[src/rtl/ndiv_pkg.sv]
package ndiv_pkg;
    // Prescaler pair codes; lower ratio is 2**(PMIN_LOG2 + code)
    typedef enum logic [1:0] {
        PS_LO8  = 2'b00,
        PS_LO16 = 2'b01,
        PS_LO32 = 2'b10,
        PS_LO64 = 2'b11
    } ndiv_ps_e;

    localparam int unsigned NDIV_PMIN_LOG2 = 3;
    localparam int unsigned NDIV_B_MIN     = 3;
endpackage

[src/rtl/nd_cfg_reg.sv]
module nd_cfg_reg #(
    parameter int unsigned A_W   = 6,
    parameter int unsigned B_W   = 12,
    parameter int unsigned PS_W  = 2,
    parameter int unsigned B_MIN = 3
) (
    input  logic            clk,
    input  logic            rst_n,
    input  logic            load,
    input  logic [A_W-1:0]  a_in,
    input  logic [B_W-1:0]  b_in,
    input  logic [PS_W-1:0] ps_in,
    output logic [A_W-1:0]  a_q,
    output logic [B_W-1:0]  b_q,
    output logic [PS_W-1:0] ps_q,
    output logic            valid
);
    typedef struct packed {
        logic [A_W-1:0]  a;
        logic [B_W-1:0]  b;
        logic [PS_W-1:0] ps;
    } cfg_st_t;

    cfg_st_t st_d, st_q;

    always_comb begin
        st_d = st_q;
        if (load) begin
            st_d.a  = a_in;
            st_d.b  = b_in;
            st_d.ps = ps_in;
        end
    end

    always_ff @(posedge clk) begin
        if (!rst_n) st_q <= '0;
        else        st_q <= st_d;
    end

    assign a_q   = st_q.a;
    assign b_q   = st_q.b;
    assign ps_q  = st_q.ps;
    assign valid = (st_q.b >= B_W'(B_MIN)) && ({{(B_W-A_W){1'b0}}, st_q.a} <= st_q.b);
endmodule

[src/rtl/nd_prescaler.sv]
module nd_prescaler #(
    parameter int unsigned PS_W      = 2,
    parameter int unsigned PMIN_LOG2 = 3,
    parameter int unsigned PC_W      = 7
) (
    input  logic            clk,
    input  logic            rst_n,
    input  logic            reload,
    input  logic [PS_W-1:0] ps,
    input  logic            hi,
    output logic            tick
);
    typedef struct packed {
        logic [PC_W-1:0] pc;
    } pre_st_t;

    pre_st_t st_d, st_q;
    logic [PC_W-1:0] span;

    // Reload value is the segment length minus one: P-1, or P for P+1
    always_comb begin
        span = ({{(PC_W-1){1'b0}}, 1'b1} << (PMIN_LOG2 + 32'(ps))) - PC_W'(1) + PC_W'(hi);
    end

    always_comb begin
        st_d = st_q;
        if (reload || st_q.pc == '0) st_d.pc = span;
        else                         st_d.pc = st_q.pc - PC_W'(1);
    end

    always_ff @(posedge clk) begin
        if (!rst_n) st_q <= '0;
        else        st_q <= st_d;
    end

    assign tick = (st_q.pc == '0);
endmodule

[src/rtl/nd_swallow_main.sv]
module nd_swallow_main #(
    parameter int unsigned A_W = 6,
    parameter int unsigned B_W = 12
) (
    input  logic           clk,
    input  logic           rst_n,
    input  logic           load,
    input  logic           tick,
    input  logic [A_W-1:0] a_new,
    input  logic [B_W-1:0] b_new,
    output logic           last,
    output logic           hi_now,
    output logic           hi_next
);
    typedef struct packed {
        logic [A_W-1:0] ac;
        logic [B_W-1:0] bc;
    } cnt_st_t;

    cnt_st_t st_d, st_q;

    always_comb begin
        st_d = st_q;
        if (load) begin
            st_d.ac = a_new;
            st_d.bc = b_new;
        end else if (tick) begin
            st_d.bc = st_q.bc - B_W'(1);
            if (st_q.ac != '0) st_d.ac = st_q.ac - A_W'(1);
        end
    end

    always_ff @(posedge clk) begin
        if (!rst_n) st_q <= '0;
        else        st_q <= st_d;
    end

    assign last    = tick && (st_q.bc == B_W'(1));
    assign hi_now  = (st_q.ac != '0);
    assign hi_next = (st_q.ac > A_W'(1));
endmodule

[src/rtl/ndiv_dual_mod.sv]
module ndiv_dual_mod
    import ndiv_pkg::*;
#(
    parameter int unsigned A_W       = 6,
    parameter int unsigned B_W       = 12,
    parameter int unsigned PS_W      = 2,
    parameter int unsigned PMIN_LOG2 = NDIV_PMIN_LOG2
) (
    input  logic            clk,
    input  logic            rst_n,
    input  logic            en,
    input  logic [A_W-1:0]  a_val,
    input  logic [B_W-1:0]  b_val,
    input  logic [PS_W-1:0] ps_sel,
    output logic            div_out,
    output logic            mod_hi,
    output logic            cfg_err
);
    localparam int unsigned PC_W = PMIN_LOG2 + (1 << PS_W);

    typedef struct packed {
        logic out;
    } top_st_t;

    top_st_t st_d, st_q;

    logic [A_W-1:0]  a_q;
    logic [B_W-1:0]  b_q;
    logic [PS_W-1:0] ps_q;
    logic            cfg_ok;
    logic            run, last, load, tick;
    logic            hi_now, hi_next, pre_hi;
    logic [PS_W-1:0] pre_ps;

    always_comb begin
        run    = en && cfg_ok;
        load   = !run || last;
        pre_ps = load ? ps_sel : ps_q;
        pre_hi = load ? (a_val != '0) : hi_next;
        st_d.out = run && last;
    end

    nd_cfg_reg #(.A_W(A_W), .B_W(B_W), .PS_W(PS_W), .B_MIN(NDIV_B_MIN)) u_cfg (
        .clk(clk), .rst_n(rst_n), .load(load),
        .a_in(a_val), .b_in(b_val), .ps_in(ps_sel),
        .a_q(a_q), .b_q(b_q), .ps_q(ps_q), .valid(cfg_ok)
    );

    nd_prescaler #(.PS_W(PS_W), .PMIN_LOG2(PMIN_LOG2), .PC_W(PC_W)) u_pre (
        .clk(clk), .rst_n(rst_n), .reload(load),
        .ps(pre_ps), .hi(pre_hi), .tick(tick)
    );

    nd_swallow_main #(.A_W(A_W), .B_W(B_W)) u_cnt (
        .clk(clk), .rst_n(rst_n), .load(load), .tick(tick),
        .a_new(a_val), .b_new(b_val),
        .last(last), .hi_now(hi_now), .hi_next(hi_next)
    );

    always_ff @(posedge clk) begin
        if (!rst_n) st_q <= '0;
        else        st_q <= st_d;
    end

    assign div_out = st_q.out;
    assign mod_hi  = hi_now;
    assign cfg_err = !cfg_ok;
endmodule

[config.mk]
export PLATFORM = sky130hd
export DESIGN_NAME = ndiv_dual_mod
export DESIGN_NICKNAME = d
export VERILOG_FILES = /design/src/rtl/ndiv_pkg.sv /design/src/rtl/nd_cfg_reg.sv /design/src/rtl/nd_prescaler.sv /design/src/rtl/nd_swallow_main.sv /design/src/rtl/ndiv_dual_mod.sv
export SDC_FILE = /design/constraint.sdc
export NUM_CORES = 1
export LEC_CHECK = 0
export ABC_AREA = 1
export BUFFER_PORTS_ARGS = -buffer_cell sky130_fd_sc_hd__buf_2
export CAP_MARGIN = 20
export CORE_ASPECT_RATIO = 0.7
export CORE_MARGIN = 5
export CORE_UTILIZATION = 35
export CTS_BUF_LIST = sky130_fd_sc_hd__clkbuf_16
export DETAILED_ROUTE_END_ITERATION = 7
export PLACE_DENSITY_LB_ADDON = 0.08
export SLEW_MARGIN = 20
export SYNTH_ARGS = -nofsm -noshare
export SYNTH_HDL_FRONTEND = slang
export SYNTH_HIERARCHICAL = 1
export SYNTH_SLANG_ARGS = --single-unit
[constraint.sdc]
create_clock -name clk -period 2.55 [get_ports clk]
set_clock_uncertainty 0.05 [all_clocks]
set_input_delay 0.3825 -clock clk [delete_from_list [all_inputs] [get_ports clk]]
set_output_delay 0.3825 -clock clk [all_outputs]
set_load 0.03 [all_outputs]
==> out/summary.txt, run 1 <==
slowest CP cell - dfxtp_2
static leakage - 1.61 nW
Achievable Freq - 414 MHz
total gr overflow - 0
global route hottest layer - met1
DR WL/cell - 13.4 um
Vias per Instance - 4.83
Worst-path clk slew - 0.07 ns
Final Hold Fails - 0
max-slew violations - 0
setup slack, reg-to-reg - 0.13 ns
worst-case clock buffer depth - 2
Post-synth EDFFs - 0
largest net degree at the start of global routing - 29
maximum vdd drop - 293 uV
DRT Pass-1 Iters - 4
DR vias - 2702
Antenna Violating Nets Remaining - 0
kind of critical path - register to register
Crit path max-delay family - simple AND/OR/NAND/NOR gates
P per Cell Area - 851 nW/um^2
Final setup viols - 0
share of cells above drive strength 1 - 0.277
crit path time final - 2.42 ns
Nets - 495
relative slew slack - 0.607
Fill cells - 833
share of the synthesized area in the top cell type - 0.331
footprint of the multi-input gates - 1750 sq um
Most common cell on crit path - buf_4
WP data arrival - 2.55 ns
Synth warnings - 6
vias in the first global route - 2546
met2 GRT Util - 0.234
Iter 0 DRT Violations - 139
Synth cell types - 38
Critical Path, Cell by Cell - inv_4, ha_4, nand3_4, nor2_4, nand3_2, a21oi_2, nand2_2, nor2_4, buf_4, buf_4, buf_4, buf_4, nand2_1, nand2_2, nor2_2, xor2_1, a21oi_1, nor2_1
Vert. Die Dim - 84.6 um
Place WS - -0.0415 ns
placed inst area - 3140 sq um
core area - 7800 sq um
RSZ-0062 raised after global routing - yes
max_cap viols - 0
post-route cell area - 3490 sq um
Post-Route WL - 7.50 mm
Skew-Pair Late Insertion Delay - 0.29 ns
starting density of the core - 0.356
final period utilization - 0.948
met3 GRT Util - 0.0360
# DRC - 0
Hold Path Class - input pin to register
Die Wd - 117 um
CTS tree - done
Top FF cell, synth - dfxtp_1
die outline area - 9860 sq um
Worst Setup Slack, final - 0.133 ns
IO Pins - 26
Syn Inst Count - 406
HPWL Detailed - 5.69 mm
syn avg cell area - 6.85 sq um
H-tree Lvls - 2
IO Port Bufs - 25
first-pass GRT wire length - 12.6 mm
register area - 930 sq um
synthesized cell area - 2780 sq um
Buffers & Inverters on Critical Path - 5
synthesized flop and latch total - 46
placer congestion estimate - 0.815
Worst setup EP type - register
final core utilization - 0.448
row cnt - 27
grt met1 use - 0.237
required time worst endpoint - 2.68 ns
slowest stage delay, CP - 0.34 ns
sequential area share after synthesis - 0.331
initial antenna violation count - 0
Sink Count - 46
top cells by area, synth - dfxtp_1 (33%), nand2_1 (11%), nor2_1 (8.2%), ha_1 (6.7%), inv_1 (5.8%)
final non-filler cell total - 559
biggest area consumer among synthesized cells - dfxtp_1
share of flip-flops with an asynchronous set or reset - 0
Critical Path Source Type - register
status - finished clean
P&R area growth vs syn - 25.6%
Slew @ Worst Pin - 0.589 ns
ant diodes - 0
Total GRT Usage - 0.158
clock root buffer master - clkbuf_16
Max FO, Critical Path - 4
Cells after DPL - 541
total CTS buffers - 5
==> placed cells by master, fill, tap and decap left out, types with 2 or more instances in the layout <==
master     netlist  layout
inv_1           43      36
clkbuf_16        0       5
buf_12           0       2
inv_4            0       2
buf_2            4      25
nor2_4           5       6
a31oi_1          3       3
ha_4             0       7
nand3_2          5       4
nor2_2           7       9
o21a_1           2       2
nand2_2          6       9
a21oi_2          3       4
dfxtp_2          0       7
a21oi_1         23      22
a22oi_1          6       6
conb_1           1       2
ha_1            15       8
o21ai_1          7       8
nand3_4          2       3
nor2_1          61      58
xor2_1           3       3
o21ai_0         26      25
nand4_1          4       4
buf_4            0      25
clkinv_1         1       2
nand3_1         27      27
nor3_1           3       3
inv_2            8      14
nand2_1         81      78
dfxtp_1         46      39
==> final timing paths <==
kind / cells past startpoint / endpoint / startpoint
setup / recovery: 18 / u_pre/st_q[3]$_SDFF_PN0_ / u_cfg/b_q[5]$_SDFFE_PN0P_
hold / removal: 3 / u_cfg/b_q[8]$_SDFFE_PN0P_ / b_val[8]
setup reg to reg: 18 / u_pre/st_q[3]$_SDFF_PN0_ / u_cfg/b_q[5]$_SDFFE_PN0P_
hold reg to reg: 2 / u_cfg/a_q[0]$_SDFFE_PN0P_ / u_cfg/a_q[0]$_SDFFE_PN0P_
==> cell type report <==
cell class | count | share of cell area
clock buffers | 5 | 0.0358
multi-input cells | 300 | 0.500
flip-flops and latches | 46 | 0.266
clock inverters | 3 | 0.00358
repair buffers | 52 | 0.101
well taps | 101 | 0.0362
inverters | 52 | 0.0573
==> per-stage QoR <==
step	TNS, ns	hold slack (ns)	power [mW]
detailed placement	-0.0415	0.424	2.23
global route	-0.124	0.301	3.23
global placement	0	0.416	2.23
floorplan	0	0.390	1.86
CTS	0	0.297	2.90
finish	0	0.297	2.97
==> cell families (layout without fill, tap and decap cells) <==
kind of cell | after synthesis | after routing | share of synthesized area
AOI/OAI and AO/OA | 76 | 76 | 0.159
xor gates and xnor gates | 4 | 4 | 0.0126
adders and majority gates | 15 | 15 | 0.0675
buffers and inverters | 61 | 112 | 0.0873
DFF | 46 | 46 | 0.331
other | 1 | 2 | 0.00135
and+or+nand+nor | 203 | 203 | 0.341
==> cells in the mapped netlist, types with 3 or more instances <==
| master | count |
|---|---|
| a21oi_1 | 23 |
| a21oi_2 | 3 |
| a22oi_1 | 6 |
| a31oi_1 | 3 |
| buf_2 | 4 |
| dfxtp_1 | 46 |
| ha_1 | 15 |
| inv_1 | 43 |
| inv_2 | 8 |
| nand2_1 | 81 |
| nand2_2 | 6 |
| nand3_1 | 27 |
| nand3_2 | 5 |
| nand4_1 | 4 |
| nor2_1 | 61 |
| nor2_2 | 7 |
| nor2_4 | 5 |
| nor3_1 | 3 |
| o21ai_0 | 26 |
| o21ai_1 | 7 |
| xor2_1 | 3 |
==> state kept, by name, summed over array words and instances, names as in the netlist <==
| register | count |
|---|---|
| u_cnt/st_q | 18 |
| div_out | 1 |
| u_pre/st_q | 7 |
| u_cfg/a_q | 6 |
| u_cfg/ps_q | 2 |
| u_cfg/b_q | 12 |
==> repair_timing <==
action	CTS	global route
cloned	0	0
pin swaps	1	16
hold buffers	0	0
gates resized for setup	3	33
endpoints found under the setup margin	1	22
buffers inserted	5	5
==> worst reg2reg max path: stages, from the launching register on <==
cell,delay [ns]
dfxtp_2,0.34
inv_4,0.04
ha_4,0.27
nand3_4,0.07
nor2_4,0.13
nand3_2,0.09
a21oi_2,0.16
nand2_2,0.10
nor2_4,0.13
buf_4,0.13
buf_4,0.09
buf_4,0.09
buf_4,0.09
nand2_1,0.06
nand2_2,0.11
nor2_2,0.05
xor2_1,0.14
a21oi_1,0.13
nor2_1,0.06
==> power breakdown <==
group | switching, mW | leakage, nW | internal [mW]
registers | 0.116 | 0.384 | 0.853
logic | 0.816 | 1.15 | 0.555
clock network | 0.277 | 0.0724 | 0.355
==> layer usage <==
layer	vias to the layer above	routed length, um
met4	0	55
met5	-	0
met2	41	3090
li1	1425	-
met1	1229	3930
met3	7	416
(Power assumes the default switching activity.)
==> run 2, diff against run 1 <==
CTS_BUF_LIST = default   (was sky130_fd_sc_hd__clkbuf_16)
==> out/summary.txt, run 2 (same netlist as run 1, synthesis figures left out) <==
static leakage - 1.61 nW
Worst Setup Slack, final - 0.134 ns
Place WS - -0.0415 ns
relative slew slack - 0.610
first-pass GRT wire length - 12.6 mm
IO Port Bufs - 25
Antenna Violating Nets Remaining - 0
worst-case clock buffer depth - 2
core area - 7800 sq um
IO Pins - 26
total gr overflow - 0
max FFs per register - 18
row cnt - 27
starting density of the core - 0.356
DRT Pass-1 Iters - 4
Total GRT Usage - 0.158
Die Wd - 117 um
P&R area growth vs syn - 26.0%
RSZ-0062 raised after global routing - yes
Max FO, Critical Path - 4
Critical Path Source Type - register
DR WL/cell - 13.4 um
total CTS buffers - 5
share of cells above drive strength 1 - 0.279
placer congestion estimate - 0.815
Slew @ Worst Pin - 0.584 ns
Final setup viols - 0
kind of critical path - register to register
most frequent cells in the layout - nand2_1 (78), nor2_1 (58), dfxtp_1 (39), inv_1 (35), nand3_1 (27)
Nets - 495
# DRC - 0
Cells after DPL - 541
Hold Path Class - input pin to register
Worst-path clk slew - 0.07 ns
DR vias - 2704
commonest non-fill, non-tap cell in the layout - nand2_1
max-slew violations - 0
Vert. Die Dim - 84.6 um
status - finished clean
largest net degree at the start of global routing - 29
Post-Route WL - 7.48 mm
H-tree Lvls - 2
Achievable Freq - 414 MHz
WP data arrival - 2.55 ns
final period utilization - 0.947
Skew-Pair Late Insertion Delay - 0.29 ns
HPWL Detailed - 5.69 mm
required time worst endpoint - 2.68 ns
max_cap viols - 0
Iter 0 DRT Violations - 139
Final Hold Fails - 0
crit path time final - 2.42 ns
CTS tree - done
ant diodes - 0
Sink Count - 46
Worst setup EP type - register
initial antenna violation count - 0
vias in the first global route - 2546
Vias per Instance - 4.84
Biggest register - u_cnt/st_q
maximum vdd drop - 293 uV
die outline area - 9860 sq um
P per Cell Area - 858 nW/um^2
final non-filler cell total - 559
clock root buffer master - clkbuf_16
-- run 2: cell count changes in the layout (fill, tap and decap cells not counted), sizes merged --
cell / before / now
clkbuf: 5 / 7
clkinv: 3 / 2
inv: 52 / 51
-- run 2: metrics by stage --
stage | util | setup TNS (ns) | power (mW) | cell area [sq um] | hold slack, ns
final | 0.449 | 0 | 3.01 | 3500 | 0.298
after floorplan | - | 0 | 1.86 | 2790 | 0.390
after global placement | 0.403 | 0 | 2.23 | 3140 | 0.416
after detailed placement | 0.403 | -0.0415 | 2.23 | 3140 | 0.424
after CTS | 0.428 | 0 | 2.93 | 3340 | 0.297
after global routing | 0.449 | -0.124 | 3.26 | 3500 | 0.301
-- run 2: what timing repair did --
item,in CTS,in global routing
gates cloned,0,0
resized for setup,3,33
hold buffers,0,0
endpoints found under the hold margin,0,0
setup buffers,5,5
pin swaps,1,16
setup endpoints to repair,1,22
-- run 2: cell type report --
cell class | instances | area [sq um]
flip-flops and latches | 46 | 930
repair buffers | 52 | 353
multi-input cells | 300 | 1750
fillers | 829 | 4300
clock buffers | 7 | 143
clock inverters | 1 | 5.00
well taps | 101 | 126
inverters | 52 | 200
-- run 2: metal layers --
layer,vias to the layer above,wire length [um],GRT usage
met5,-,0,0
li1,1426,-,-
met1,1229,3920,0.237
met4,0,55,0.0250
met2,42,3100,0.234
met3,7,405,0.0360
-- run 2: where the power goes --
group          switching [mW]  internal [mW]  total, mW
registers               0.116          0.853      0.970
logic                   0.817          0.555       1.37
clock network           0.277          0.389      0.666
-- run 2: worst paths after layout --
path | start | end | slack (ns) | cells after the start
worst min-delay path | b_val[9] | u_cfg/b_q[9]$_SDFFE_PN0P_ | 0.30 | 3
worst max-delay path | u_cfg/b_q[5]$_SDFFE_PN0P_ | u_pre/st_q[3]$_SDFF_PN0_ | 0.13 | 18
worst max register to register | u_cfg/b_q[5]$_SDFFE_PN0P_ | u_pre/st_q[3]$_SDFF_PN0_ | 0.13 | 18
worst min register to register | u_cfg/a_q[0]$_SDFFE_PN0P_ | u_cfg/a_q[0]$_SDFFE_PN0P_ | 0.43 | 2
-- run 2: critical path, cell delays in order, from the launching register on --
cell and delay [ns]:
dfxtp_2 0.34, inv_4 0.04, ha_4 0.27, nand3_4 0.07, nor2_4 0.13, nand3_2 0.09, a21oi_2 0.16, nand2_2 0.10
nor2_4 0.13, buf_4 0.13, buf_4 0.09, buf_4 0.09, buf_4 0.09, nand2_1 0.05, nand2_2 0.11, nor2_2 0.05
xor2_1 0.14, a21oi_1 0.13, nor2_1 0.06
